$ cat src/rtl/ring_vc_router.sv
module ring_vc_router #(
  parameter int NODES   = 4,
  parameter int NODE_ID = 0,
  parameter int DEPTH   = 2,
  parameter int DW      = 12,
  localparam int AW     = (NODES > 1) ? $clog2(NODES) : 1
) (
  input  logic          clk,
  input  logic          rst_n,
  input  logic          inj_valid,
  input  logic [AW-1:0] inj_dest,
  input  logic [DW-1:0] inj_data,
  output logic          inj_ready,
  output logic          ej_valid,
  output logic [DW-1:0] ej_data,
  input  logic          rin_valid,
  input  logic          rin_vc,
  input  logic [AW-1:0] rin_dest,
  input  logic [DW-1:0] rin_data,
  output logic [1:0]    rin_credit,
  output logic          rout_valid,
  output logic          rout_vc,
  output logic [AW-1:0] rout_dest,
  output logic [DW-1:0] rout_data,
  input  logic [1:0]    rout_credit
);
  localparam int  FW  = AW + DW;
  localparam int  PW  = (DEPTH > 1) ? $clog2(DEPTH) : 1;
  localparam int  CW  = $clog2(DEPTH + 1);
  localparam bit  DL  = (NODE_ID == NODES - 1);
  localparam logic [AW-1:0] ME = AW'(NODE_ID);

  logic [FW-1:0] mem [2][DEPTH];
  logic [PW-1:0] wp [2];
  logic [PW-1:0] rp [2];
  logic [CW-1:0] cnt [2];
  logic [CW-1:0] crd [2];
  logic [FW-1:0] hf [2];
  logic [1:0]    want_ej, want_fw, push, pop, ej_sel, fw_ovc;
  logic [2:0]    elig, gnt;
  logic [1:0]    last;
  logic          ej_pref, inj_ovc, send, ovc_sel, multi;
  logic [FW-1:0] sel_flit;

  for (genvar v = 0; v < 2; v++) begin : g_vc
    assign hf[v]      = mem[v][rp[v]];
    assign want_ej[v] = (cnt[v] != '0) && (hf[v][FW-1 -: AW] == ME);
    assign want_fw[v] = (cnt[v] != '0) && (hf[v][FW-1 -: AW] != ME);
    assign fw_ovc[v]  = DL ? 1'b1 : 1'(v);
    assign elig[v]    = want_fw[v] && (crd[fw_ovc[v]] != '0);
    assign push[v]    = rin_valid && (rin_vc == 1'(v));
    assign pop[v]     = gnt[v] | ej_sel[v];
  end

  assign inj_ovc = DL;
  assign elig[2] = inj_valid && (crd[inj_ovc] != '0);
  assign multi   = $countones(elig) > 1;

  always_comb begin
    gnt = '0;
    for (int i = 1; i <= 3; i++)
      if (gnt == '0 && elig[(int'(last) + i) % 3]) gnt[(int'(last) + i) % 3] = 1'b1;
  end

  always_comb begin
    ej_sel = '0;
    if (&want_ej) ej_sel[ej_pref] = 1'b1;
    else          ej_sel = want_ej;
  end

  assign send      = |gnt;
  assign inj_ready = gnt[2];
  assign ovc_sel   = gnt[2] ? inj_ovc : gnt[1] ? fw_ovc[1] : fw_ovc[0];
  assign sel_flit  = gnt[2] ? {inj_dest, inj_data} : gnt[1] ? hf[1] : hf[0];

  always_ff @(posedge clk)
    for (int v = 0; v < 2; v++)
      if (push[v]) mem[v][wp[v]] <= {rin_dest, rin_data};

  always_ff @(posedge clk) begin
    if (!rst_n) begin
      for (int v = 0; v < 2; v++) begin
        wp[v] <= '0; rp[v] <= '0; cnt[v] <= '0; crd[v] <= CW'(DEPTH);
      end
      last       <= '0;
      ej_pref    <= 1'b0;
      rout_valid <= 1'b0;
      rout_vc    <= 1'b0;
      rout_dest  <= '0;
      rout_data  <= '0;
      ej_valid   <= 1'b0;
      ej_data    <= '0;
      rin_credit <= '0;
    end else begin
      for (int v = 0; v < 2; v++) begin
        if (push[v]) wp[v] <= (wp[v] == PW'(DEPTH - 1)) ? '0 : wp[v] + 1'b1;
        if (pop[v])  rp[v] <= (rp[v] == PW'(DEPTH - 1)) ? '0 : rp[v] + 1'b1;
        cnt[v] <= cnt[v] + CW'(push[v]) - CW'(pop[v]);
        crd[v] <= crd[v] + CW'(rout_credit[v]) - CW'(send && (ovc_sel == 1'(v)));
      end
      if (send) last <= gnt[2] ? 2'd2 : gnt[1] ? 2'd1 : 2'd0;
      if (|ej_sel) ej_pref <= ej_sel[0];
      rout_valid <= send;
      rout_vc    <= ovc_sel;
      rout_dest  <= sel_flit[FW-1 -: AW];
      rout_data  <= sel_flit[DW-1:0];
      ej_valid   <= |ej_sel;
      ej_data    <= ej_sel[1] ? hf[1][DW-1:0] : hf[0][DW-1:0];
      rin_credit <= pop;
    end
  end

  AST_NO_OVERFLOW: assert property (@(posedge clk) disable iff (!rst_n)
    rin_valid |-> cnt[rin_vc] != CW'(DEPTH));
  AST_CREDIT_BOUND: assert property (@(posedge clk) disable iff (!rst_n)
    crd[0] <= CW'(DEPTH) && crd[1] <= CW'(DEPTH));
  AST_SEND_VC0_CREDIT: assert property (@(posedge clk) disable iff (!rst_n)
    (rout_valid && !rout_vc) |-> $past(crd[0]) != '0);
  AST_SEND_VC1_CREDIT: assert property (@(posedge clk) disable iff (!rst_n)
    (rout_valid && rout_vc) |-> $past(crd[1]) != '0);
  AST_DATELINE_VC1: assert property (@(posedge clk) disable iff (!rst_n)
    (DL && rout_valid) |-> rout_vc);
  AST_INJ_ON_VC0: assert property (@(posedge clk) disable iff (!rst_n)
    (!DL && inj_ready) |=> (rout_valid && !rout_vc));
  AST_RR_FAIR: assert property (@(posedge clk) disable iff (!rst_n)
    (multi && $past(multi)) |-> gnt != $past(gnt));
  AST_EJ_ALT: assert property (@(posedge clk) disable iff (!rst_n)
    (&want_ej && $past(&want_ej)) |-> ej_sel != $past(ej_sel));
  AST_NO_SELF_INJ: assert property (@(posedge clk) disable iff (!rst_n)
    inj_valid |-> inj_dest != ME);
endmodule

$ cat config.mk
export PLATFORM = sky130hd
export DESIGN_NAME = ring_vc_router
export DESIGN_NICKNAME = d
export VERILOG_FILES = /design/src/rtl/ring_vc_router.sv
export SDC_FILE = /design/constraint.sdc
export NUM_CORES = 1
export LEC_CHECK = 0
export ABC_AREA = 1
export BUFFER_PORTS_ARGS = -buffer_cell sky130_fd_sc_hd__buf_2
export CORE_UTILIZATION = 35
export DETAILED_ROUTE_END_ITERATION = 16
export PLACE_DENSITY = 0.57
export SYNTH_ARGS = -nofsm -noshare
export SYNTH_HDL_FRONTEND = slang
export SYNTH_SLANG_ARGS = --single-unit
$ cat constraint.sdc
create_clock -name clk -period 3.1 [get_ports clk]
set_clock_uncertainty 0.05 [all_clocks]
set_input_delay 0.465 -clock clk [delete_from_list [all_inputs] [get_ports clk]]
set_output_delay 0.465 -clock clk [all_outputs]
set_load 0.005 [all_outputs]
# Word level (Yosys, flattened, before mapping)
# Memories as Yosys holds them, arrays and structs flattened.
# Index checks and enable logic that the tools add are counted.
# totals
ff_bits,34
memories,5
ram_bits,68
elab_cells,166
inputBits,35
# classes
order_cmp,14
bitwise,18
n_reduce_logical,33
n_mux,69
n_addsub,15
div,3
# mem_list
memory,words,word_bits,rd,rd_ports_with_merged_regs,write_ports,line,rtl
mem,2,28,2,0,1,33,logic [FW-1:0] mem [2][DEPTH];
cnt,2,2,2,0,2,36,logic [CW-1:0] cnt [2];
crd,2,2,2,0,2,37,logic [CW-1:0] crd [2];
rp,2,1,2,0,2,35,logic [PW-1:0] rp [2];
wp,2,1,2,0,2,34,logic [PW-1:0] wp [2];
# op_table
operator,count
14-bit 2-to-1 mux,10
28-bit 2-to-1 mux,4
"32-bit by 1-bit greater-or-equal comparator with 1-bit output, second input constant",3
"32-bit by 4-bit less-than comparator with 1-bit output, second input constant",3
"32-bit by 3-bit remainder unit with 32-bit output, second input constant",3
1-bit 2-to-1 mux,36
14-bit demux with 1-bit select,2
28-bit OR reduction,1
1-bit logical AND,19
12-bit 2-to-1 mux,1
2-bit 2-to-1 mux,6
2-bit nonzero test,6
1-bit bitwise OR,10
3-bit 2-to-1 mux,3
2-bit by 1-bit adder with 2-bit output,4
"2-bit greater-or-equal comparator, second input constant",4
1-bit inverter with 2-bit output,4
2-bit by 1-bit subtractor with 2-bit output,4
"2-bit by 2-bit adder with 3-bit output, second input constant",2
1-bit binary-select mux with 2-bit select,3
1-bit demux with 2-bit select,3
3-bit zero test,2
3-bit bitwise OR,2
"1-bit adder, second input constant",4
10 further kinds,13

# Longest topological paths before layout
# An unclocked memory read counts as a cell.
# logic_depth
depth_word,24
ltp_mapped,23
depth_no_buf,21

# Least setup slack after synthesis
# Ideal clock, no wire load.
# synth_timing
path_type,register to register
from,register last[0]
to,memory crd[0][1] (netlist name)
path_slack_ps,194
path_stages_with_launch,22
t_arrival_ps,2792
setup_ps,63
n_path_buf,1
t_required_ps,2987
cell_sequence,dfxtp_1 > inv_1 > ha_1 > inv_1 > nor2_2 > nand3_4 > nand3_2 > nand2_4 > nand3_2 > nand2_2 > nor2_2 > nand3_2 > nand2_4 > inv_4 > buf_6 > o21ai_1 > ha_1 > inv_1 > ha_1 > inv_1 > or2_2 > nand3_1
# synth_lines
item,line,rtl
start: declaration,41,logic [1:0] last;
start signal: assignment,101,if (send) last <= gnt[2] ? 2'd2 : gnt[1] ? 2'd1 : 2'd0;
end: declaration,37,

==> run metrics <==
status=completed; DR pass1 iterations=4; initial DRC count=188; slew at the pin with the worst max-slew slack=roughly 340 ps; Final nets=606; Tot Pwr=0.00569 W; Crit Path Class=reg -> out; Routed Antenna Nets=0; sequential area share after synthesis=about three fifths; Yosys cell types=32; Max rail drop VDD=520 uV; Rows=41; non-filler cells, final=736; mapped cell area=4490 um^2; vias per inst=4.63; Reg clk slew, reported paths=roughly 70 ps; Total GRT Usage=16.8%; vias in the first global route=~3,200; Max Clk Rate=0.336 GHz; io pins=67; pin count of the biggest net entering global routing=29; root buf cell=clkbuf_16; htree depth=3; main area contributors after synthesis=edfxtp_1 (40%), dfxtp_1 (19%), nand2_1 (13%), nand3_1 (4.8%), inv_1 (4.5%); CP endpoint kind=output pin; Synth area leader=edfxtp_1; total gr overflow=0; area grow syn2layout=22.0%; Post-DP HPWL=7030 um; Initial Util=35.7%; flops & latches, synth=102; most common cell after layout, fill and taps aside=nand2_1; pwr dens=just over 1000 nW/um^2; Gate Count Post-Synth=475; mux cell area share after synthesis=0%; leakage power=roughly 2.6 nW; Synth Area in Compound Gates=5.66%; Core ar.=12,600 um^2; Min Hold Slack=slightly below 300 ps; layout cells sized above 1=around a quarter; combinational family with the most area after synthesis=simple AND/OR/NAND/NOR gates; cell depth of the worst setup path=14; placed cell count=711; worst hold path type=in -> reg; post-synthesis simple-gate area fraction=around 24%; CTS Buf Count=9; adder-cell share of the synthesized area=3.35%; CTS tree=yes; RSZ-0062 raised after global routing=true; top cell type's share of synthesized area=40.1%; final worst path period need=around 3000 ps; worst skew pair latency=340 ps; xor/xnor cell area share of the yosys netlist=0.781%; DR WL/cell=14.2 um; Synth Area per Inst=9.45 um^2; Die Wd=~120 um; critical path cell sequence=inv_4 > nand2_1 > nand2_1 > nand2_2 > buf_4 > nand4_1 > nand3_2 > nand2_4 > inv_2 > a31oi_4 > nand3_2 > nand2_4 > buf_8 > buf_2; Final Setup Violations=0; Yosys Warn Count=0; I/O Buffers=66; first-pass GRT wire length=16,500 um; min-delay src=rin_data[9]; GP Congestion=0.727; CTS Sinks=102; final core utilization=43.6%; Critical-path top delay cell=edfxtp_1; CP peak stage delay=a little over 500 ps; Final Hold Vio Count=0; Buf/Inv on CP=5; Die Area=13,300 um^2; CP arrival=2460 ps; initial antenna violation count=0; worst-path fanout max=14; CP required=2580 ps; reg2reg start=last[0]$_SDFFE_PN0P_; DRC Markers=0; syn nets=522; Startpoint Class=register; most frequent cells in the layout=nand2_1 (147), buf_2 (66), edfxtp_1 (60), inv_1 (52); MaxCap Viol Count=0; Die Ht=115 um; r2r setup slk=200 ps; fin crit share=96.0%; vias=3,406; crit path launch=rp[0][0]$_SDFFCE_PP0P_; Clock Tree Buf Depth=2; final wirelength=around 10,000 um; CP top delay family=simple AND/OR/NAND/NOR gates; ANT cells=0; FF-to-FF path depth=18; Max-slew headroom=77.0%; Worst Hold Depth=1; Final Max Slew Viols=0
==> worst reg2reg max path: stages, from the launching register on <==
cell and delay, ps:
dfxtp_2 360, inv_1 60, ha_2 330, inv_2 70, nor2_4 120, nand3_4 110
inv_2 90, nor2_4 40, buf_4 140, a31oi_4 270, nand3_2 130, nand2_4 90
nand2_1 70, ha_1 270, inv_1 40, ha_1 200, xor2_1 200, o21ai_1 80
a21oi_1 120
==> sequential cells by signal (all words and copies together) (netlist names) <==
register	flops
rp	2
ej_valid	1
ej_pref	1
ej_data	12
wp	2
rin_credit	2
rout_dest	2
rout_valid	1
cnt	4
crd	4
rout_vc	1
last	2
rout_data	12
mem	56
==> layer usage <==
| metal | up-vias | wire length (um) | GRT usage, % |
|---|---|---|---|
| met2 | 80 | 5070 | 27.8 |
| li1 | 1713 | - | - |
| met3 | 13 | 459 | 3.00 |
| met4 | 0 | 148 | 5.97 |
| met1 | 1600 | 4790 | 22.0 |
| met5 | - | 0 | 0 |
==> Yosys cell counts <==
cell type,number
a21oi_1,6
a31oi_1,12
a31oi_2,1
a31oi_4,1
buf_2,2
buf_4,1
buf_6,4
clkbuf_1,10
dfxtp_1,42
edfxtp_1,60
ha_1,12
inv_1,54
inv_2,2
inv_4,3
nand2_1,150
nand2_2,6
nand2_4,4
nand3_1,43
nand3_2,4
nand3_4,1
nand4_1,2
nor2_1,19
nor2_2,4
nor2_4,1
nor3_1,2
nor3_4,1
o21a_1,1
o21ai_0,17
o21ai_1,3
o31ai_1,1
or2_2,2
xor2_1,4
==> timing repair <==
| action | in CTS | in global routing |
|---|---|---|
| buffers inserted | 0 | 9 |
| endpoints found under the setup margin | 1 | 6 |
| gates cloned | 0 | 0 |
| pin swaps | 0 | 9 |
| hold buffers | 0 | 0 |
| resized for setup | 1 | 15 |
==> cell families (layout without fill, tap and decap cells) <==
logic type                 Yosys count  count (layout)
and+or+nand+nor                    239             239
DFF                                102             102
adders and majority gates           12              12
xor gates and xnor gates             4               4
AOI/OAI and AO/OA                   42              42
buffers and inverters               76             165
==> metrics by stage <==
step | setup WS, ps | cell area (um^2) | TNS (ps)
4_1_cts | 39.5 | 5360 | 0
5_1_grt | -19.7 | 5480 | -44.3
2_1_floorplan | 194 | 4490 | 0
3_5_place_dp | 122 | 5050 | 0
6_report | 125 | 5480 | 0
3_3_place_gp | 231 | 5050 | 0
==> where the power goes <==
| group | total (W) | switching, W | internal, W |
|---|---|---|---|
| clock | 0.00120 | 0.000491 | 0.000710 |
| sequential | 0.00178 | 0.0000941 | 0.00168 |
| combinational | 0.00271 | 0.00170 | 0.00101 |
| total | 0.00569 | 0.00229 | 0.00340 |
==> path summary, 6_finish.rpt <==
check | to
setup / recovery | inj_ready
hold / removal | mem[0][51]$_DFFE_PP_
setup reg to reg | cnt[0][3]$_SDFF_PN0_
hold reg to reg | cnt[0][3]$_SDFF_PN0_
==> layout make-up <==
type / instances / area (um^2)
clock inverters: 5 / 81.3
fillers: 1233 / 7090
clock buffers: 11 / 233
well taps: 172 / 215
multi-input cells: 297 / 1560
flip-flops and latches: 102 / 2640
inverters: 59 / 229
repair buffers: 90 / 518
(Power assumes the default switching activity.)
